## config.mk

```make
export PLATFORM = sky130hd
export DESIGN_NAME = card_clk_div
export DESIGN_NICKNAME = d
export VERILOG_FILES = /design/src/rtl/cbd_pkg.sv /design/src/rtl/cbd_ratio.sv /design/src/rtl/cbd_phase_gen.sv /design/src/rtl/card_clk_div.sv
export SDC_FILE = /design/constraint.sdc
export NUM_CORES = 1
export LEC_CHECK = 0
export ABC_AREA = 1
export BUFFER_PORTS_ARGS = -buffer_cell sky130_fd_sc_hd__buf_2
export CAP_MARGIN = 10
export CORE_ASPECT_RATIO = 1.4
export CORE_MARGIN = 2
export CORE_UTILIZATION = 46
export CTS_CLUSTER_SIZE = 28
export DETAILED_ROUTE_END_ITERATION = 8
export GPL_TIMING_DRIVEN = 0
export PLACE_DENSITY_LB_ADDON = 0.08
export RECOVER_POWER = 50
export SYNTH_ARGS = -nofsm -noshare
export SYNTH_HDL_FRONTEND = slang
export SYNTH_HIERARCHICAL = 1
export SYNTH_SLANG_ARGS = --single-unit
```

## constraint.sdc

```tcl
create_clock -name clk -period 1.98 [get_ports clk]
set_clock_uncertainty 0.2 [all_clocks]
set_input_delay 0.099 -clock clk [delete_from_list [all_inputs] [get_ports clk]]
set_output_delay 0.099 -clock clk [all_outputs]
set_load 0.005 [all_outputs]
```

## src/rtl/cbd_pkg.sv

```systemverilog
package cbd_pkg;
    typedef enum logic {
        MODE_LEGACY = 1'b0,
        MODE_EXT    = 1'b1
    } cbd_mode_e;

    // Width of a counter that holds the largest extended ratio for a divider field of width w
    function automatic int unsigned cnt_width(input int unsigned w);
        return w + 2;
    endfunction
endpackage

```

## src/rtl/cbd_ratio.sv

```systemverilog
module cbd_ratio
    import cbd_pkg::*;
#(
    parameter int unsigned DIV_W  = 8,
    parameter bit          EXT_EN = 1'b1,
    localparam int unsigned CNT_W = cnt_width(DIV_W)
) (
    input  logic [DIV_W-1:0] div_val,
    input  logic             odd_val,
    input  logic             ext_mode,
    output logic [CNT_W-1:0] period,
    output logic [CNT_W-1:0] high_len
);
    logic [CNT_W-1:0] base;

    // base = div + 1, which is the high length for even ratios
    assign base = CNT_W'(div_val) + CNT_W'(1);

    generate
        if (EXT_EN) begin : g_ext
            logic use_odd;
            assign use_odd  = (cbd_mode_e'(ext_mode) == MODE_EXT) && odd_val;
            assign period   = (base << 1) + CNT_W'(use_odd);
            assign high_len = base + CNT_W'(use_odd);
        end else begin : g_legacy
            logic unused_in;
            assign unused_in = odd_val ^ ext_mode;
            assign period    = base << 1;
            assign high_len  = base;
        end
    endgenerate
endmodule

```

## src/rtl/cbd_phase_gen.sv

```systemverilog
module cbd_phase_gen #(
    parameter int unsigned CNT_W = 10
) (
    input  logic             clk,
    input  logic             rst_n,
    input  logic             enable,
    input  logic [CNT_W-1:0] period_in,
    input  logic [CNT_W-1:0] high_in,
    output logic             card_clk,
    output logic             card_rise
);
    typedef struct packed {
        logic [CNT_W-1:0] cnt;
        logic [CNT_W-1:0] per;
        logic [CNT_W-1:0] hi;
        logic             run;
        logic             ck;
        logic             rise;
    } phase_t;

    phase_t st_d, st_q;
    logic   last_cyc;

    assign last_cyc = (st_q.cnt == st_q.per - CNT_W'(1));

    always_comb begin
        st_d      = st_q;
        st_d.rise = 1'b0;
        if (!enable) begin
            st_d.cnt = '0;
            st_d.run = 1'b0;
            st_d.ck  = 1'b0;
        end else if (!st_q.run || last_cyc) begin
            // period boundary: capture new ratio, raise the clock
            st_d.run  = 1'b1;
            st_d.cnt  = '0;
            st_d.per  = period_in;
            st_d.hi   = high_in;
            st_d.ck   = 1'b1;
            st_d.rise = 1'b1;
        end else begin
            st_d.cnt = st_q.cnt + CNT_W'(1);
            st_d.ck  = (st_q.cnt + CNT_W'(1)) < st_q.hi;
        end
    end

    always_ff @(posedge clk or negedge rst_n) begin
        if (!rst_n) begin
            st_q     <= '0;
            st_q.per <= CNT_W'(2);
            st_q.hi  <= CNT_W'(1);
        end else begin
            st_q <= st_d;
        end
    end

    assign card_clk  = st_q.ck;
    assign card_rise = st_q.rise;

    AST_RISE_ON_EDGE: assert property (@(posedge clk) disable iff (!rst_n)
        card_rise |-> (card_clk && !$past(card_clk)));
    AST_STOP_WHEN_OFF: assert property (@(posedge clk) disable iff (!rst_n)
        !enable |=> (!card_clk && !card_rise));
    AST_RATIO_HELD: assert property (@(posedge clk) disable iff (!rst_n)
        (st_q.run && st_q.cnt != '0) |-> (st_q.per == $past(st_q.per)));
    AST_CNT_IN_PERIOD: assert property (@(posedge clk) disable iff (!rst_n)
        st_q.run |-> (st_q.cnt < st_q.per));
    AST_PHASE_BALANCE: assert property (@(posedge clk) disable iff (!rst_n)
        st_q.run |-> ((st_q.hi << 1) >= st_q.per && (st_q.hi << 1) <= st_q.per + CNT_W'(1)));
    AST_RESET_IDLE: assert property (@(posedge clk)
        !rst_n |-> (!card_clk && !card_rise && st_q.cnt == '0));
endmodule

```

## src/rtl/card_clk_div.sv

```systemverilog
module card_clk_div
    import cbd_pkg::*;
#(
    parameter int unsigned DIV_W  = 8,
    parameter bit          EXT_EN = 1'b1
) (
    input  logic             clk,
    input  logic             rst_n,
    input  logic [DIV_W-1:0] div_val,
    input  logic             odd_val,
    input  logic             ext_mode,
    input  logic             enable,
    output logic             card_clk,
    output logic             card_rise
);
    localparam int unsigned CNT_W = cnt_width(DIV_W);

    logic [CNT_W-1:0] period_w;
    logic [CNT_W-1:0] high_w;

    cbd_ratio #(
        .DIV_W  (DIV_W),
        .EXT_EN (EXT_EN)
    ) u_ratio (
        .div_val  (div_val),
        .odd_val  (odd_val),
        .ext_mode (ext_mode),
        .period   (period_w),
        .high_len (high_w)
    );

    cbd_phase_gen #(
        .CNT_W (CNT_W)
    ) u_phase (
        .clk       (clk),
        .rst_n     (rst_n),
        .enable    (enable),
        .period_in (period_w),
        .high_in   (high_w),
        .card_clk  (card_clk),
        .card_rise (card_rise)
    );
endmodule

```

# --- Yosys cells after proc, flatten, opt, wreduce, memory -nomap -nowiden ---
# Cells that the tools add are included.
totals:
  regBits: 33
  latch_bits: 0
  ramBits: 0
  rom_bits: 0
  word_cells: 25
  n_memories: 0
classes:
  add_sub_neg: 5
  multipliers: 0
  n_div: 0
  order_cmp: 1
  eq_ne: 2
  shifts: 0
  n_mux: 7
  bitwise_logic: 0
  n_reduce_logical: 4
ops:
  columns: ["cell", "count"]
  rows:
  - ["2-to-1 mux 10 bit", 2]
  - ["adder 10 x 1 -> 10 bit", 1]
  - ["adder 10 x 1 -> 10 bit (second input constant)", 1]
  - ["adder 9 x 1 -> 10 bit", 1]
  - ["== test 10 bit", 1]
  - ["< comparator 10 bit", 1]
  - ["subtractor 10 x 1 -> 10 bit (second input constant)", 1]
  - ["adder 8 x 1 -> 9 bit (second input constant)", 1]
  - ["2-to-1 mux 1 bit", 4]
  - ["2-to-1 mux 2 bit", 1]
  - ["!= test 2 x 1 -> 1 bit (second input constant)", 1]
  - ["AND reduction 2 bit", 1]
  - ["logical AND 1 bit", 1]
  - ["logical NOT 1 bit", 1]
  - ["logical OR 1 bit", 1]

# --- Longest topological paths before layout ---
depth:
  word_depth: 5
  ltp_mapped: 16

# --- Modules after synthesis ---
# Netlist, hierarchy kept.
by_module_without_submodules:
  columns: ["mod", "instances", "cells_per_inst", "area_each_um2"]
  rows:
  - ["cbd_phase_gen", 1, 268, 2020.7]
  - ["cbd_ratio", 1, 71, 352.8]

# --- Worst setup path after synthesis ---
# Ideal clock, no wire load.
synth_timing:
  path_kind: "reg2reg"
  start: "register u_phase/st_q[14] in the netlist's numbering"
  end: "register u_phase/st_q[16] in the netlist's numbering"
  arrival_ps: 1768
  path_slack_ps: -105
  path_stages_with_launch: 14
  n_path_buf: 1
  synth_period_minus_slack_ps: 2085
  path_cell_list: "dfstp_2 inv_1 ha_1 xor2_1 nand2_1 nor2_1 nand3_1 nor2_1 nand3_2 nand2_4 nand2_4 buf_6 nand2_1 nand2_1"
synth_between:
  elab_chain_len: 4
synth_lines:
  columns: ["item", "line_no", "text"]
  rows:
  - ["start: declaration", "cbd_phase_gen.sv:21", "phase_t st_d, st_q;"]
  - ["start signal: assignment", "cbd_phase_gen.sv:53", "st_q <= st_d;"]
  - ["subtractor 10 x 1 -> 10 bit", "cbd_phase_gen.sv:24", "assign last_cyc = (st_q.cnt == st_q.per - CNT_W'(1));"]
  - ["== test 10 bit", "cbd_phase_gen.sv:24", null]
  - ["logical OR 1 bit", "cbd_phase_gen.sv:33", "end else if (!st_q.run || last_cyc) begin"]
  - ["AND reduction 2 bit (no source line)", null, null]
# Every way passes these cells.
# A chain may end at the register's enable or synchronous reset.

==> qor.csv <==
metric,value,unit
status,"finished, violations left",
failing checks,setup timing,
placed cell count,416,
Final Cycle Share,113,%
hold worst-path end,u_phase/st_q[13]$_DFFE_PN0P_,
CTS Buf Count,5,
Worst Tran Pin Value,0.798,ns
Area growth syn-to-layout,18.4,%
reg2reg end,u_phase/st_q[27]$_DFF_PN0_,
CTS tree,yes,
DR vias/cell,4.76,
Mapped Cells,339,
# DRC,0,
Max VDD drop,0.360,mV
compound-cell area share of the yosys netlist,3.27,%
core area,4920,um^2
final worst slack,-0.263,ns
critical path launch point,u_phase/st_q[14]$_DFFE_PN1P_,
RSZ-0062 raised after global routing,yes,
share of layout cells above drive strength 1,18.7,%
Fin Hold WS,0.0585,ns
CTS Sinks,33,
H-tree depth,2,
"most common cell after layout, fill and taps aside",nand2_1,
Cell variety after synth,28,
Power Total,1.77,mW
Mapped Area,2370,um^2
Hold Crit Class,primary input to flop,
gr usage total,19.2,%
post-DR wirelength/cell,11.4,um
root cell of the clock tree,clkbuf_8,
CTS Buffer Depth,2,
"Min Clock Period, post-route",2.24,ns
ANT nets after route,0,
Synth Area in Adders,7.38,%
hold depth,6,
CP Data Arrival Time,2.21,ns
mux cell area share after synthesis,0,%
Syn Nets,366,
Leak Pwr,1.57,nW
worst r2r src,u_phase/st_q[14]$_DFFE_PN1P_,
largest family of logic cells by synthesized area,simple AND/OR/NAND/NOR gates,
die area,5760,um^2
area share of and/or/nand/nor cells after synthesis,36.6,%
"commonest cells after routing, fill and taps aside","nand2_1 (99), inv_1 (52), nand3_1 (42)",
"Setup violations, final",32,
Final Non-Filler Cells,438,
Synth Register Bits,33,
initial antenna violation count,0,
Chip Height,89.0,um
post-synthesis sequential area ratio,34.9,%
final slew viol count,0,
GRT Residual Overflow,0,
clock slew at reported path FFs,0.06,ns
io pins,15,
first-pass GRT wire length,8.47,mm
Routability Congestion,0.755,
min-delay src,odd_val,
FF-to-FF setup slack,-0.26,ns
CP Class,flop to flop,
Final Hold Viols,0,
Layout Nets,400,
drt pass-1 iters,4,
fillers,495,
YS warnings,6,
pin count of the biggest net entering global routing,34,
Fmax,446,MHz
HPWL Detailed,3.76,mm
Synth Area in XOR/XNOR,5.90,%
ant diodes,0,
Die X,64.7,um
Initial Utilization,48.3,%
Worst-Skew Late Latency,0.28,ns
DRT iter0 DRCs,75,
MaxCap Viol Count,0,
R2R depth,12,
CP startpoint kind,flop,
port bufs,13,
syn_area_per_cell,7.00,um^2
Worst slew margin,46.8,%
element type at the critical path end,flop,
worst-path maximum fanout,5,
vias in the first global route,1950,
FP Rows,30,
Crit path required time,1.95,ns
total length of routed wires,5.01,mm
Vias,2083,
Cell Pwr Density,631,nW/um^2
registers in the layout (all words and copies together) (netlist names):
| name | flops |
|---|---|
| u_phase/card_clk | 1 |
| u_phase/card_rise | 1 |
| u_phase/st_q | 31 |
timing repair:
item                                   4_1_cts  5_1_grt
endpoints found under the hold margin       35        3
hold buffers                                 5        1
setup endpoints to repair                   32       32
pin swaps                                    2        0
cloned                                       0        1
resized for setup                            4       12
setup buffers                                6        1
per-stage QoR:
step                      area [um^2]  util, %  TNS (ns)  setup slack [ns]
after floorplan                  2390        -     -1.55           -0.0856
after global placement           2530     51.5     -7.55            -0.360
after detailed placement         2530     51.5     -8.46            -0.377
after CTS                        2740     55.8     -6.78            -0.236
after global routing             2810     57.2    -11.38            -0.384
final                            2810     57.2     -6.97            -0.263
power breakdown:
part / leakage, nW / internal (mW) / switching (mW)
clock: 0.0542 / 0.314 / 0.236
combinational: 1.09 / 0.174 / 0.257
sequential: 0.420 / 0.736 / 0.0555
total: 1.57 / 1.22 / 0.548
synth_stat cells:
| master | number | area, um^2 |
|---|---|---|
| nand2_1 | 103 | 387 |
| inv_1 | 54 | 203 |
| nand3_1 | 45 | 225 |
| dfrtp_1 | 31 | 776 |
| nor2_1 | 27 | 101 |
| ha_1 | 14 | 175 |
| xor2_1 | 13 | 114 |
| nor2_2 | 8 | 50.1 |
| a21oi_1 | 5 | 25.0 |
| o21ai_0 | 5 | 25.0 |
| nand2_2 | 4 | 25.0 |
| nand4_1 | 4 | 25.0 |
| buf_4 | 3 | 22.5 |
| buf_6 | 3 | 33.8 |
| xnor2_1 | 3 | 26.3 |
| buf_2 | 2 | 10.0 |
| dfstp_2 | 2 | 52.6 |
| nand2_4 | 2 | 22.5 |
| nand3_2 | 2 | 20.0 |
| a31o_2 | 1 | 8.76 |
| buf_1 | 1 | 3.75 |
| clkbuf_1 | 1 | 3.75 |
| conb_1 | 1 | 3.75 |
| inv_2 | 1 | 3.75 |
| nand3b_1 | 1 | 7.51 |
| nor3_1 | 1 | 5.00 |
| o21bai_1 | 1 | 7.51 |
| o21bai_2 | 1 | 11.3 |
critical path, cell delays in order (launching register included):
cell	delay [ns]
dfstp_2	0.54
inv_2	0.04
ha_4	0.25
xor2_1	0.13
nand2_1	0.06
nor2_1	0.10
nand3_1	0.09
nor2_1	0.11
nand3_2	0.13
buf_4	0.17
buf_6	0.12
nand3_2	0.13
nor2_1	0.06
kinds of logic after synthesis:
kind of cell,count (synthesis)
and+or+nand+nor,197
other,1
DFF,33
buffers and inverters,65
xor gates and xnor gates,16
adders and majority gates,14
AOI/OAI and AO/OA,13
how the worst max path moves through the flow:
stage	slack (ns)	to	depth (start not counted)
2_1_floorplan	-0.09	u_phase/st_q[16]$_DFFE_PN0P_	13
4_1_cts	-0.24	u_phase/st_q[20]$_DFFE_PN0P_	13
5_1_grt	-0.38	u_phase/st_q[6]$_DFFE_PN0P_	13
3_5_place_dp	-0.38	u_phase/card_clk$_DFF_PN0_	13
6_report	-0.26	u_phase/st_q[27]$_DFF_PN0_	12
3_3_place_gp	-0.36	u_phase/card_clk$_DFF_PN0_	13
per-layer routing:
layer  GRT usage (%)  share of wire [%]  vias up
li1                -                  -     1122
met5               0                  0        -
met4            8.90                1.8        0
met3            2.39                2.1        6
met1            20.4                 42      928
met2            37.4                 54       27
layout make-up:
cell class              count  area, um^2  share of cell area, %
plain buffers              10        77.6                   2.76
clock inverters             1        5.00                  0.178
well taps                  64        80.1                   2.85
inverters                  55         206                   7.35
clock buffers               7        96.3                   3.43
multi-input cells         242        1340                   47.5
repair buffers             26         180                   6.41
flip-flops and latches     33         830                   29.5
(Power assumes the default switching activity.)
